## src/rtl/ipi_pkg.sv

```systemverilog
package ipi_pkg;
  localparam int unsigned DW = 32;

  // Command word field positions (software-visible layout)
  localparam int unsigned VEC_LSB   = 0;
  localparam int unsigned MODE_LSB  = 8;
  localparam int unsigned BUSY_BIT  = 12;
  localparam int unsigned LEVEL_BIT = 14;
  localparam int unsigned TRIG_BIT  = 15;
  localparam int unsigned SH_LSB    = 18;
  // Destination word field position
  localparam int unsigned DEST_LSB  = 24;

  typedef enum logic [1:0] {
    SH_NONE     = 2'd0,
    SH_SELF     = 2'd1,
    SH_ALL_INCL = 2'd2,
    SH_ALL_EXCL = 2'd3
  } shorthand_e;

  typedef struct packed {
    logic [7:0] vector;
    logic [2:0] mode;
    logic       level;
    logic       trigger;
    logic [1:0] shorthand;
  } cmd_fields_t;

  typedef struct packed {
    logic [7:0]  dest;
    cmd_fields_t cmd;
  } ipi_msg_t;

  function automatic cmd_fields_t unpack_cmd(input logic [DW-1:0] w);
    cmd_fields_t f;
    f.vector    = w[VEC_LSB +: 8];
    f.mode      = w[MODE_LSB +: 3];
    f.level     = w[LEVEL_BIT];
    f.trigger   = w[TRIG_BIT];
    f.shorthand = w[SH_LSB +: 2];
    return f;
  endfunction

  function automatic logic [DW-1:0] pack_cmd(input cmd_fields_t f, input logic busy);
    logic [DW-1:0] w;
    w = '0;
    w[VEC_LSB +: 8]  = f.vector;
    w[MODE_LSB +: 3] = f.mode;
    w[BUSY_BIT]      = busy;
    w[LEVEL_BIT]     = f.level;
    w[TRIG_BIT]      = f.trigger;
    w[SH_LSB +: 2]   = f.shorthand;
    return w;
  endfunction
endpackage

```

## src/rtl/ipi_addr_decode.sv

```systemverilog
module ipi_addr_decode #(
  parameter int unsigned ADDR_W   = 12,
  parameter logic [ADDR_W-1:0] LOW_OFS  = 12'h300,
  parameter logic [ADDR_W-1:0] HIGH_OFS = 12'h310
) (
  input  logic [ADDR_W-1:0] addr,
  output logic              hit_low,
  output logic              hit_high
);
  localparam int unsigned ALIGN_BITS = 4;

  logic aligned;

  always_comb begin
    aligned  = (addr[ALIGN_BITS-1:0] == '0);
    hit_low  = aligned && (addr == LOW_OFS);
    hit_high = aligned && (addr == HIGH_OFS);
  end
endmodule

```

## src/rtl/ipi_launch.sv

```systemverilog
module ipi_launch
  import ipi_pkg::*;
(
  input  logic        clk,
  input  logic        rst_n,
  input  logic        cmd_wr,
  input  cmd_fields_t cmd_in,
  input  logic [7:0]  dest_in,
  input  logic        msg_ready,
  output logic        busy,
  output logic        accept,
  output logic        err_sticky,
  output ipi_msg_t    msg
);
  logic     busy_q;
  logic     err_q;
  ipi_msg_t msg_q;
  ipi_msg_t snap;

  always_comb begin
    accept     = cmd_wr && !busy_q;
    snap.cmd   = cmd_in;
    snap.dest  = (cmd_in.shorthand == SH_NONE) ? dest_in : 8'h00;
  end

  always_ff @(posedge clk or negedge rst_n) begin
    if (!rst_n) begin
      busy_q <= 1'b0;
      msg_q  <= '0;
    end else if (accept) begin
      busy_q <= 1'b1;
      msg_q  <= snap;
    end else if (busy_q && msg_ready) begin
      busy_q <= 1'b0;
    end
  end

  always_ff @(posedge clk or negedge rst_n) begin
    if (!rst_n)
      err_q <= 1'b0;
    else if (cmd_wr && busy_q)
      err_q <= 1'b1;
  end

  assign busy       = busy_q;
  assign err_sticky = err_q;
  assign msg        = msg_q;
endmodule

```

## src/rtl/ipi_regs.sv

```systemverilog
module ipi_regs
  import ipi_pkg::*;
(
  input  logic          clk,
  input  logic          rst_n,
  input  logic          dest_wr,
  input  logic          cmd_load,
  input  logic [DW-1:0] wdata,
  output logic [7:0]    dest_q,
  output cmd_fields_t   cmd_q
);
  logic [7:0]  dest_r;
  cmd_fields_t cmd_r;

  always_ff @(posedge clk or negedge rst_n) begin
    if (!rst_n) begin
      dest_r <= '0;
      cmd_r  <= '0;
    end else begin
      if (dest_wr)
        dest_r <= wdata[DEST_LSB +: 8];
      if (cmd_load)
        cmd_r <= unpack_cmd(wdata);
    end
  end

  assign dest_q = dest_r;
  assign cmd_q  = cmd_r;
endmodule

```

## src/rtl/ipi_cmd_reg.sv

```systemverilog
module ipi_cmd_reg
  import ipi_pkg::*;
#(
  parameter int unsigned ADDR_W   = 12,
  parameter logic [ADDR_W-1:0] LOW_OFS  = 12'h300,
  parameter logic [ADDR_W-1:0] HIGH_OFS = 12'h310
) (
  input  logic              clk,
  input  logic              rst_n,
  input  logic              cfg_wr,
  input  logic [ADDR_W-1:0] cfg_addr,
  input  logic [31:0]       cfg_wdata,
  output logic [31:0]       cfg_rdata,
  output logic              msg_valid,
  input  logic              msg_ready,
  output logic [7:0]        msg_dest,
  output logic [7:0]        msg_vector,
  output logic [2:0]        msg_mode,
  output logic              msg_level,
  output logic              msg_trigger,
  output logic [1:0]        msg_shorthand,
  output logic              err_busy_write
);
  logic        hit_low, hit_high;
  logic        busy, accept;
  logic [7:0]  dest_q;
  cmd_fields_t cmd_q;
  ipi_msg_t    msg;

  ipi_addr_decode #(
    .ADDR_W  (ADDR_W),
    .LOW_OFS (LOW_OFS),
    .HIGH_OFS(HIGH_OFS)
  ) u_dec (
    .addr    (cfg_addr),
    .hit_low (hit_low),
    .hit_high(hit_high)
  );

  ipi_launch u_launch (
    .clk       (clk),
    .rst_n     (rst_n),
    .cmd_wr    (cfg_wr && hit_low),
    .cmd_in    (unpack_cmd(cfg_wdata)),
    .dest_in   (dest_q),
    .msg_ready (msg_ready),
    .busy      (busy),
    .accept    (accept),
    .err_sticky(err_busy_write),
    .msg       (msg)
  );

  ipi_regs u_regs (
    .clk     (clk),
    .rst_n   (rst_n),
    .dest_wr (cfg_wr && hit_high),
    .cmd_load(accept),
    .wdata   (cfg_wdata),
    .dest_q  (dest_q),
    .cmd_q   (cmd_q)
  );

  always_comb begin
    cfg_rdata = '0;
    if (hit_low)
      cfg_rdata = pack_cmd(cmd_q, busy);
    else if (hit_high)
      cfg_rdata[DEST_LSB +: 8] = dest_q;
  end

  assign msg_valid     = busy;
  assign msg_dest      = msg.dest;
  assign msg_vector    = msg.cmd.vector;
  assign msg_mode      = msg.cmd.mode;
  assign msg_level     = msg.cmd.level;
  assign msg_trigger   = msg.cmd.trigger;
  assign msg_shorthand = msg.cmd.shorthand;
endmodule

```

## config.mk

```make
export PLATFORM = sky130hd
export DESIGN_NAME = ipi_cmd_reg
export DESIGN_NICKNAME = d
export VERILOG_FILES = /design/src/rtl/ipi_pkg.sv /design/src/rtl/ipi_addr_decode.sv /design/src/rtl/ipi_launch.sv /design/src/rtl/ipi_regs.sv /design/src/rtl/ipi_cmd_reg.sv
export SDC_FILE = /design/constraint.sdc
export NUM_CORES = 1
export LEC_CHECK = 0
export BUFFER_PORTS_ARGS = -buffer_cell sky130_fd_sc_hd__buf_2
export CAP_MARGIN = 20
export CORE_ASPECT_RATIO = 1.2
export CORE_MARGIN = 2
export CORE_UTILIZATION = 47
export DETAILED_ROUTE_END_ITERATION = 8
export GPL_TIMING_DRIVEN = 0
export PLACE_DENSITY = 0.8
export RECOVER_POWER = 25
export SLEW_MARGIN = 10
export SYNTH_ARGS = -nofsm -noshare
export SYNTH_HDL_FRONTEND = slang
export SYNTH_HIERARCHICAL = 1
export SYNTH_SLANG_ARGS = --single-unit
```

## constraint.sdc

```tcl
create_clock -name clk -period 1.65 [get_ports clk]
set_clock_uncertainty 0.05 [all_clocks]
set_input_delay 0.0825 -clock clk [delete_from_list [all_inputs] [get_ports clk]]
set_output_delay 0.0825 -clock clk [all_outputs]
set_load 0.05 [all_outputs]
```

==> metrics.log, run 1 <==
INFO  metric finalCritPeriodShare = 1.11
INFO  metric vdd_drop_max = 0.517 mV
INFO  metric synth.yosys.seq_area_share = 0.546
INFO  metric tightest_slew_margin_relative_to_the_limit = 0.303
INFO  metric htreeDepth = 2
INFO  metric powerDensity = 648 nW/um^2
INFO  metric path_max_fanout = 7
INFO  metric grt_start_max_net_pins = 49
INFO  metric antenna_violating_nets_post_route = 0
INFO  metric route.vias.total = 1714
INFO  metric clock-root-buffer = clkbuf_8
INFO  metric grt_setup_unrepaired = true
INFO  metric report.final.setup_viol = 52
INFO  metric post_synth_and_or_nand_nor_area_fraction = 0.121
INFO  metric dieArea = 5250 um^2
INFO  metric drt-total-wl = 5760 um
INFO  metric syn-cell-area = 2200 um^2
INFO  metric max_slew.worst_pin.slew = 1050 ps
INFO  metric tritoncts = built
INFO  metric postPlaceCellArea = 2770 um^2
INFO  metric synth.ff_latch_count = 48
INFO  metric clock_insertion_delay_worst_skew = 300 ps
INFO  metric placeableCoreArea = 4560 um^2
INFO  metric main_combinational_cell_family_by_area_after_synthesis = multiplexers
INFO  metric clkTransAtPathRegs = 80 ps
INFO  metric route.detailed.drc = 0
INFO  metric port_buffers = 87
INFO  metric n_antenna_cell = 0
INFO  metric ios = 105
INFO  metric floorplan.die.height = 78.9 um
INFO  metric die_w = 66.5 um
INFO  metric worst_path_dominant_cell_family = simple AND/OR/NAND/NOR gates
INFO  metric critPathBufInv = 6
INFO  metric cts_buffer_depth = 2
INFO  metric leakage = 1.92 nW
INFO  metric synthDistinctLibCells = 22
INFO  metric synth-adder-area-share = 0
INFO  metric path_cells = buf_6 > or4_4 > nor3_4 > buf_6 > and2_4 > nand2b_4 > clkinv_4 > buf_12 > buf_12 > buf_16 > mux2_4
INFO  metric critical_path.startpoint_type = primary input
INFO  metric final_layout_size_suffix_gt1_frac = 0.645
INFO  metric floorplan.initialDensity = 0.482
INFO  metric design_power_total = 0.00231 W
INFO  metric route.detailed.vias_per_inst = 4.97
INFO  metric status = finished, violations left
INFO  metric cts_sinks = 48
INFO  metric place.detailed.hpwl = 3360 um
INFO  metric ys_warn_count = 6
INFO  metric detail_route.iter0.violations = 77
INFO  metric muxShareOfSynthArea = 0.227
INFO  metric layout.nets = 334
INFO  metric hold_ws = 40.4 ps
INFO  metric gp_routability_congestion = 0.669
INFO  metric data_arrival_time_of_the_critical_path = 1970 ps
INFO  metric finished_cell_area = 3570 um^2
INFO  metric maxCapViolations = 0
INFO  metric ff2ff_setup_slack = 70 ps
INFO  metric setup.worst_path.class = primary input to flop
INFO  metric holdCritPathClass = primary input to flop
INFO  metric setup_slack = -178 ps
INFO  metric total_clock_buffers_created_by_cts = 5
INFO  metric cp.required = 1790 ps
INFO  metric first_global_vias = 1809
INFO  metric first_pass_grt_wire_length = 8780 um
INFO  metric final_instance_count_excl_fillers = 345
INFO  metric grt_overflow_total = 0
INFO  metric area_delta_synth_final = 62.4%
INFO  metric post_synth_xor_area_fraction = 0
INFO  metric slowest_stage = or4_4
INFO  metric dp_worst_setup_slack = -832 ps
INFO  metric final-hold-violation-count = 0
INFO  metric syn_inst = 148
INFO  metric detail_route.first_pass.iterations = 3
INFO  metric max_slew_vio_count = 0
INFO  metric post-place-cells = 300
INFO  metric crit_path_end_kind = flop
INFO  metric synth_compound_gate_area_share = 0.0375
INFO  metric grt_util_all_layers = 0.222
INFO  metric syn_area_per_cell = 14.9 um^2
INFO  metric rows = 27
INFO  metric critical-path-max-stage-delay = 530 ps
INFO  metric max_freq = 547 MHz
INFO  metric violations = negative setup slack
INFO  metric number_of_antenna_violations_at_the_first_check_in_global_routing = 0
INFO  metric wl_per_cell = 16.7 um
INFO  metric post-route-min-period = 1830 ps
==> placed cells by master (no fill, tap or decap), types with 8 or more instances in the layout <==
master / instances
a22o_1: 8
mux2_4: 29
buf_2: 59
and2_4: 8
mux2_2: 9
and2_1: 10
conb_1: 8
buf_4: 16
buf_8: 8
buf_6: 26
dlygate4sd3_1: 23
dfrtp_1: 48
and3b_2: 8
clkbuf_8: 8
==> per-stage QoR <==
step           TNS, ps  utilization
6_report         -5090        0.783
5_1_grt          -8870        0.783
4_1_cts          -4800        0.750
3_5_place_dp    -36070        0.607
3_3_place_gp    -36800        0.607
2_1_floorplan   -13670            -
==> worst reg2reg max path, stage by stage (launching register included) <==
cell and delay (ps):
dfrtp_1 490, nand2b_4 200, clkinv_4 60, buf_12 120, buf_12 130, buf_16 130, mux2_4 290
==> power by group <==
| group | total (W) | leakage [nW] | internal [W] | switching [W] |
|---|---|---|---|---|
| clock network | 0.000925 | 0.0645 | 0.000535 | 0.000390 |
| logic | 0.000208 | 1.19 | 0.0000986 | 0.000109 |
| registers | 0.00118 | 0.671 | 0.00118 | 0.00000247 |
| total | 0.00231 | 1.92 | 0.00181 | 0.000502 |
==> cells in the mapped netlist <==
cell type	n	share of area
nor3_1	2	0.0046
a21o_1	1	0.0034
mux2_2	19	0.097
nand2b_4	1	0.0063
nand4bb_1	1	0.0051
clkbuf_2	1	0.0023
inv_1	1	0.0017
dfrtp_1	48	0.55
o21ai_0	1	0.0023
nor4b_4	1	0.011
or4b_1	1	0.0046
inv_4	1	0.0028
mux2_4	19	0.13
buf_4	10	0.034
buf_12	2	0.018
a22o_1	8	0.032
buf_6	1	0.0051
buf_2	1	0.0023
and3b_1	8	0.032
and2_1	18	0.051
conb_1	1	0.0017
or4_1	2	0.0068
==> cells by family after synthesis <==
| kind of cell | count (synthesis) |
|---|---|
| flops | 48 |
| compound gates | 10 |
| other cells | 1 |
| buf+inv | 17 |
| simple gates | 34 |
| mux | 38 |
==> path summary, 6_finish.rpt <==
kind / depth (start not counted) / start / end
setup / recovery: 11 / cfg_addr[6] / u_regs/cmd_q[12]
hold / removal: 2 / cfg_wdata[19] / u_regs/cmd_q[1]
setup reg to reg: 6 / u_launch/busy / u_regs/cmd_q[12]
hold reg to reg: 1 / u_launch/err_sticky / u_launch/err_sticky
max in group asynchronous: 3 / rst_n / u_launch/msg[7]
min in group asynchronous: 2 / rst_n / u_regs/cmd_q[2]
==> sequential cells by signal, indices dropped and copies added, names as in the netlist <==
name                 cells
u_regs/cmd_q            15
u_launch/busy            1
u_launch/err_sticky      1
u_launch/msg            23
u_regs/dest_q            8
==> cell type report <==
| cell class | count | area, um^2 |
|---|---|---|
| clock buffers | 7 | 96.3 |
| plain buffers | 14 | 160 |
| repair buffers | 124 | 1000 |
| multi-input cells | 91 | 996 |
| fillers | 289 | 988 |
| flip-flops and latches | 48 | 1200 |
| well taps | 58 | 72.6 |
| inverters | 2 | 12.5 |
| clock inverters | 1 | 30.0 |
==> metal layers <==
metal / share of wire / GRT usage
met1: 0.39 / 0.258
met2: 0.54 / 0.417
met3: 0.055 / 0.0467
met4: 0.0059 / 0.0388
met5: 0 / 0
==> what timing repair did <==
| item | CTS | global route |
|---|---|---|
| pin swaps | 3 | 16 |
| buffers inserted | 8 | 5 |
| hold buffers | 23 | 0 |
| cloned | 2 | 0 |
| endpoints found under the setup margin | 69 | 70 |
| gates resized for setup | 62 | 32 |
| endpoints found under the hold margin | 83 | 0 |
No activity file was read; power rests on OpenSTA's default activity.
==> run 2, diff against run 1 <==
--- a/config.mk
+++ b/config.mk
@@ -9,10 +9,10 @@
 export CAP_MARGIN = 20
 export CORE_ASPECT_RATIO = 1.2
 export CORE_MARGIN = 2
-export CORE_UTILIZATION = 47
+export CORE_UTILIZATION = 50
 export DETAILED_ROUTE_END_ITERATION = 8
 export GPL_TIMING_DRIVEN = 0
-export PLACE_DENSITY = 0.8
+export PLACE_DENSITY = 0.84
 export RECOVER_POWER = 25
 export SLEW_MARGIN = 10
 export SYNTH_ARGS = -nofsm -noshare
==> constraint.sdc (replaced) <==
create_clock -name clk -period 2.3 [get_ports clk]
set_clock_uncertainty 0.05 [all_clocks]
set_input_delay 0.115 -clock clk [delete_from_list [all_inputs] [get_ports clk]]
set_output_delay 0.115 -clock clk [all_outputs]
set_load 0.05 [all_outputs]
==> metrics.log, run 2 (synthesis results as in run 1) <==
INFO  metric route.detailed.vias_per_inst = 4.91
INFO  metric final_instance_count_excl_fillers = 316
INFO  metric share_clk_of_total_power = 0.398
INFO  metric powerDensity = 541 nW/um^2
INFO  metric final-hold-violation-count = 0
INFO  metric wl_per_cell = 15.1 um
INFO  metric area_delta_synth_final = 34.9%
INFO  metric total_clock_buffers_created_by_cts = 5
INFO  metric timing.rr.start = u_launch/busy
INFO  metric number_of_antenna_violations_at_the_first_check_in_global_routing = 0
INFO  metric cts_sinks = 48
INFO  metric first_global_vias = 1611
INFO  metric htreeDepth = 2
INFO  metric mostFrequentLayoutCell = buf_2
INFO  metric maxCapViolations = 0
INFO  metric ff2ff_setup_slack = 600 ps
INFO  metric placeableCoreArea = 4230 um^2
INFO  metric crit_path_end_kind = flop
INFO  metric route.vias.total = 1553
INFO  metric n_antenna_cell = 0
INFO  metric critical_path.startpoint_type = primary input
INFO  metric hold_path.startpoint = cfg_wdata[7]
INFO  metric hold_path_end = u_launch/msg[14]
INFO  metric grt_overflow_total = 0
INFO  metric cts_buffer_depth = 2
INFO  metric worstHoldPathCells = 2
INFO  metric power_switching_share = 0.205
INFO  metric status = finished, final reports clean
INFO  metric detail_route.first_pass.iterations = 2
INFO  metric worstRegToRegCells = 6
INFO  metric layout.cells.most_common_list = buf_2, dfrtp_1, mux2_4, mux2_2, and2_1
INFO  metric clkTransAtPathRegs = 80 ps
INFO  metric dieArea = 4950 um^2
INFO  metric dp_worst_setup_slack = -298 ps
INFO  metric switchingPower = 0.000328 W
INFO  metric final_core_util = 0.701
INFO  metric vdd_drop_max = 0.526 mV
INFO  metric largest_reg_flops = 23
INFO  metric final_layout_size_suffix_gt1_frac = 0.596
INFO  metric report.final.setup_viol = 0
INFO  metric tightest_slew_margin_relative_to_the_limit = 0.263
INFO  metric data_arrival_time_of_the_critical_path = 2280 ps
INFO  metric clock-root-buffer = clkbuf_8
INFO  metric drt-total-wl = 4770 um
INFO  metric internal-power = 0.00128 W
INFO  metric detail_route.iter0.violations = 71
INFO  metric design_power_total = 0.00161 W
INFO  metric place.detailed.hpwl = 3370 um
INFO  metric path_max_fanout = 10
INFO  metric max_slew_vio_count = 0
INFO  metric floorplan.initialDensity = 0.520
INFO  metric regToRegEndpoint = u_regs/cmd_q[7]
INFO  metric port_buffers = 87
INFO  metric antenna_violating_nets_post_route = 0
INFO  metric comb_power_share = 0.074
INFO  metric grt_util_all_layers = 0.204
INFO  metric postPlaceCellArea = 2750 um^2
INFO  metric post-place-cells = 298
INFO  metric finished_cell_area = 2970 um^2
INFO  metric clock_insertion_delay_worst_skew = 290 ps
INFO  metric setup_slack = 143 ps
INFO  metric post-route-min-period = 2160 ps
INFO  metric grt_setup_unrepaired = false
INFO  metric floorplan.die.height = 76.7 um
INFO  metric max_slew.worst_pin.slew = 1110 ps
INFO  metric setup.worst_path.class = primary input to flop
INFO  metric tritoncts = built
INFO  metric leakage = 1.71 nW
INFO  metric cp.required = 2430 ps
INFO  metric die_w = 64.5 um
INFO  metric first_pass_grt_wire_length = 7760 um
INFO  metric finalCritPeriodShare = 0.938
INFO  metric grt_start_max_net_pins = 49
INFO  metric ios = 105
INFO  metric route.detailed.drc = 0
INFO  metric max_freq = 464 MHz
INFO  metric filler_cell_count = 318
INFO  metric layout.nets = 307
INFO  metric rows = 26
INFO  metric holdCritPathClass = primary input to flop
INFO  metric share_of_total_power_in_sequential_cells = 0.528
INFO  metric gp_routability_congestion = 0.678
run 2: through the flow:
step,hold WS [ps],setup TNS (ps)
2_1_floorplan,-231,0
3_3_place_gp,245,-4230
3_5_place_dp,250,-5070
4_1_cts,0.746,0
5_1_grt,15.3,0
6_report,16.8,0
run 2: what timing repair did:
action	in CTS	in global routing
gates resized for setup	0	1
hold buffers	7	1
endpoints found under the setup margin	0	10
hold endpoints to repair	54	1
setup buffers	0	1
run 2: cell type report:
type                       instances  area (um^2)  share of cell area
buffer                            15          136              0.0460
clock buffer                       7         96.3              0.0325
clock inverter                     1         30.0              0.0101
inverter                           2         10.0             0.00337
multi-input combinational         90          896               0.302
sequential                        48         1200               0.405
tap                               56         70.1              0.0236
timing repair buffer              97          527               0.178
run 2: per-layer routing:
layer	global-route usage	part of all wire	vias to the layer above
li1	-	-	727
met1	0.247	0.41	755
met2	0.358	0.51	67
met3	0.0499	0.071	4
met4	0.0574	0.0088	0
met5	0	0	-
run 2: how the worst max path moves through the flow:
stage                 start               end  slack (ps)  cells after the start
6_report       cfg_addr[11]   u_regs/cmd_q[7]         140                     11
5_1_grt        cfg_addr[11]   u_regs/cmd_q[7]          60                     11
3_3_place_gp    cfg_addr[5]   u_regs/cmd_q[5]        -270                     11
3_5_place_dp    cfg_addr[5]  u_regs/cmd_q[10]        -300                     11
4_1_cts         cfg_addr[5]  u_regs/cmd_q[10]          10                     11
2_1_floorplan   cfg_addr[5]   u_regs/cmd_q[0]          40                     10
run 2: power by group through the flow:
stage	clock network [W]	logic (W)	registers [W]
CTS	0.000661	0.000115	0.000847
floorplan	0	0.0000466	0.000868
global placement	0	0.000104	0.000864
finish	0.000640	0.000118	0.000847
global route	0.000696	0.000128	0.000848
detailed placement	0	0.000106	0.000864
run 2: worst max-delay path, cell delays in order:
cell,delay [ps]
buf_2,100
or4_4,550
nor3_4,230
buf_4,190
and2_4,170
nand2b_4,70
inv_4,100
buf_12,150
buf_6,140
buf_12,150
mux2_4,310
==> run 3, diff against run 2 <==
--- a/config.mk
+++ b/config.mk
@@ -12,7 +12,7 @@
 export CORE_UTILIZATION = 50
 export DETAILED_ROUTE_END_ITERATION = 8
 export GPL_TIMING_DRIVEN = 0
-export PLACE_DENSITY = 0.84
+export PLACE_DENSITY = 0.82
 export RECOVER_POWER = 25
 export SLEW_MARGIN = 10
 export SYNTH_ARGS = -nofsm -noshare
==> metrics.log, run 3 (synthesis results as in run 1) <==
INFO  metric slowest_stage = or4_4
INFO  metric dieArea = 4950 um^2
INFO  metric port_buffers = 87
INFO  metric place.detailed.hpwl = 3260 um
INFO  metric detail_route.first_pass.iterations = 4
INFO  metric max_slew.worst_pin.slew = 839 ps
INFO  metric route.detailed.vias_per_inst = 4.90
INFO  metric gp_routability_congestion = 0.740
INFO  metric area_delta_synth_final = 33.4%
INFO  metric status = finished, final reports clean
INFO  metric largest_reg_flops = 23
INFO  metric data_arrival_time_of_the_critical_path = 2290 ps
INFO  metric tritoncts = built
INFO  metric vdd_drop_max = 0.307 mV
INFO  metric maxCapViolations = 0
INFO  metric ios = 105
INFO  metric wl_met2 = 2250 um
INFO  metric final-hold-violation-count = 0
INFO  metric cp.required = 2430 ps
INFO  metric path_max_fanout = 10
INFO  metric max_slew_vio_count = 0
INFO  metric floorplan.initialDensity = 0.520
INFO  metric crit_path_end_kind = flop
INFO  metric placeableCoreArea = 4230 um^2
INFO  metric grt_util_all_layers = 0.206
INFO  metric grt_setup_unrepaired = false
INFO  metric finalCritPeriodShare = 0.937
INFO  metric report.final.setup_viol = 0
INFO  metric design_power_total = 0.00147 W
INFO  metric path_cells = buf_2 > or4_4 > nor3_4 > buf_4 > and2_4 > nand2b_4 > inv_4 > buf_12 > buf_6 > buf_12 > mux2_4
INFO  metric mostFrequentLayoutCell = buf_2
INFO  metric die_w = 64.5 um
INFO  metric worst_path_dominant_cell_family = simple AND/OR/NAND/NOR gates
INFO  metric first_global_vias = 1652
INFO  metric layout.cells.most_common_list = buf_2, dfrtp_1, mux2_4, mux2_2, and2_1
INFO  metric multi_input_comb_area = 901 um^2
INFO  metric final_layout_size_suffix_gt1_frac = 0.592
INFO  metric post-route-min-period = 2150 ps
INFO  metric grt_overflow_total = 0
INFO  metric tightest_slew_margin_relative_to_the_limit = 0.441
INFO  metric drt-total-wl = 4690 um
INFO  metric antenna_violating_nets_post_route = 0
INFO  metric clock_insertion_delay_worst_skew = 290 ps
INFO  metric powerDensity = 501 nW/um^2
INFO  metric total_clock_buffers_created_by_cts = 5
INFO  metric critPathBufInv = 6
INFO  metric amount_of_wire_on_met3_after_detailed_routing = 376 um
INFO  metric regArea = 1200 um^2
INFO  metric final_core_util = 0.694
INFO  metric holdCritPathClass = primary input to flop
INFO  metric setup.worst_path.class = primary input to flop
INFO  metric detail_route.iter0.violations = 99
INFO  metric cts_sinks = 48
INFO  metric leakage = 1.69 nW
INFO  metric first_pass_grt_wire_length = 7800 um
INFO  metric floorplan.die.height = 76.7 um
INFO  metric clock-root-buffer = clkbuf_8
INFO  metric crit_path_frequent_cell = buf_12
INFO  metric critical_path.startpoint_type = primary input
INFO  metric rows = 26
INFO  metric wl_per_cell = 14.8 um
INFO  metric dr.max_layer_used = met4
INFO  metric filler_cell_count = 330
INFO  metric drt-met1-wl = 2000 um
INFO  metric layout.nets = 307
INFO  metric grt_start_max_net_pins = 49
INFO  metric route.detailed.drc = 0
INFO  metric n_antenna_cell = 0
INFO  metric number_of_antenna_violations_at_the_first_check_in_global_routing = 0
INFO  metric critical-path-max-stage-delay = 560 ps
INFO  metric htreeDepth = 2
INFO  metric max_freq = 464 MHz
INFO  metric cts_buffer_depth = 2
INFO  metric clkTransAtPathRegs = 80 ps
INFO  metric route.vias.total = 1547
run 3: through the flow:
step                      instance area [um^2]  TNS (ps)  worst slack [ps]  std cells  hold slack (ps)
final                                     2940         0               145        316             12.2
after global routing                      2940         0              47.3        316             5.40
after CTS                                 2910         0              91.7        314             2.77
after detailed placement                  2750     -6150              -331        298              255
after global placement                    2750     -5030              -295        298              250
after floorplan                           2240         0              38.8        155             -231
run 3: path summary, 6_finish.rpt:
kind / start / to / slack (ps) / depth (start not counted)
min reg2reg: u_launch/err_sticky / u_launch/err_sticky / 410 / 1
min in group asynchronous: rst_n / u_launch/msg[9] / 350 / 2
min: cfg_wdata[30] / u_regs/dest_q[6] / 10 / 2
max: cfg_addr[11] / u_regs/cmd_q[5] / 150 / 11
max reg2reg: u_launch/busy / u_regs/cmd_q[5] / 630 / 6
max in group asynchronous: rst_n / u_regs/cmd_q[6] / 550 / 3
run 3: worst register-to-register path: stages (launching register included):
cell and delay [ps]:
dfrtp_1 470, nand2b_4 200, inv_4 100, buf_12 150, buf_6 140, buf_12 150
mux2_4 310
run 3: where the power goes:
part / total, W / internal, W / switching [W]
combinational: 0.000117 / 0.0000478 / 0.0000696
clock: 0.000505 / 0.000245 / 0.000259
sequential: 0.000847 / 0.000846 / 0.00000145
run 3: cell type report:
class | instances | share of cell area
buffer | 15 | 0.0465
clock buffer | 8 | 0.0307
inverter | 2 | 0.00341
multi-input combinational | 90 | 0.307
sequential | 48 | 0.409
tap | 56 | 0.0239
timing repair buffer | 97 | 0.179
run 3: layer usage:
metal / global-route usage / up-vias
li1: - / 720
met4: 0.0638 / 0
met5: 0 / -
met1: 0.264 / 752
met2: 0.329 / 68
met3: 0.0689 / 7
run 3: timing repair:
item,in CTS,in global routing
pin swaps,1,0
setup endpoints to repair,2,19
buffers inserted,1,0
hold buffers,7,1
hold endpoints to repair,46,1
gates cloned,0,0
resized for setup,0,2
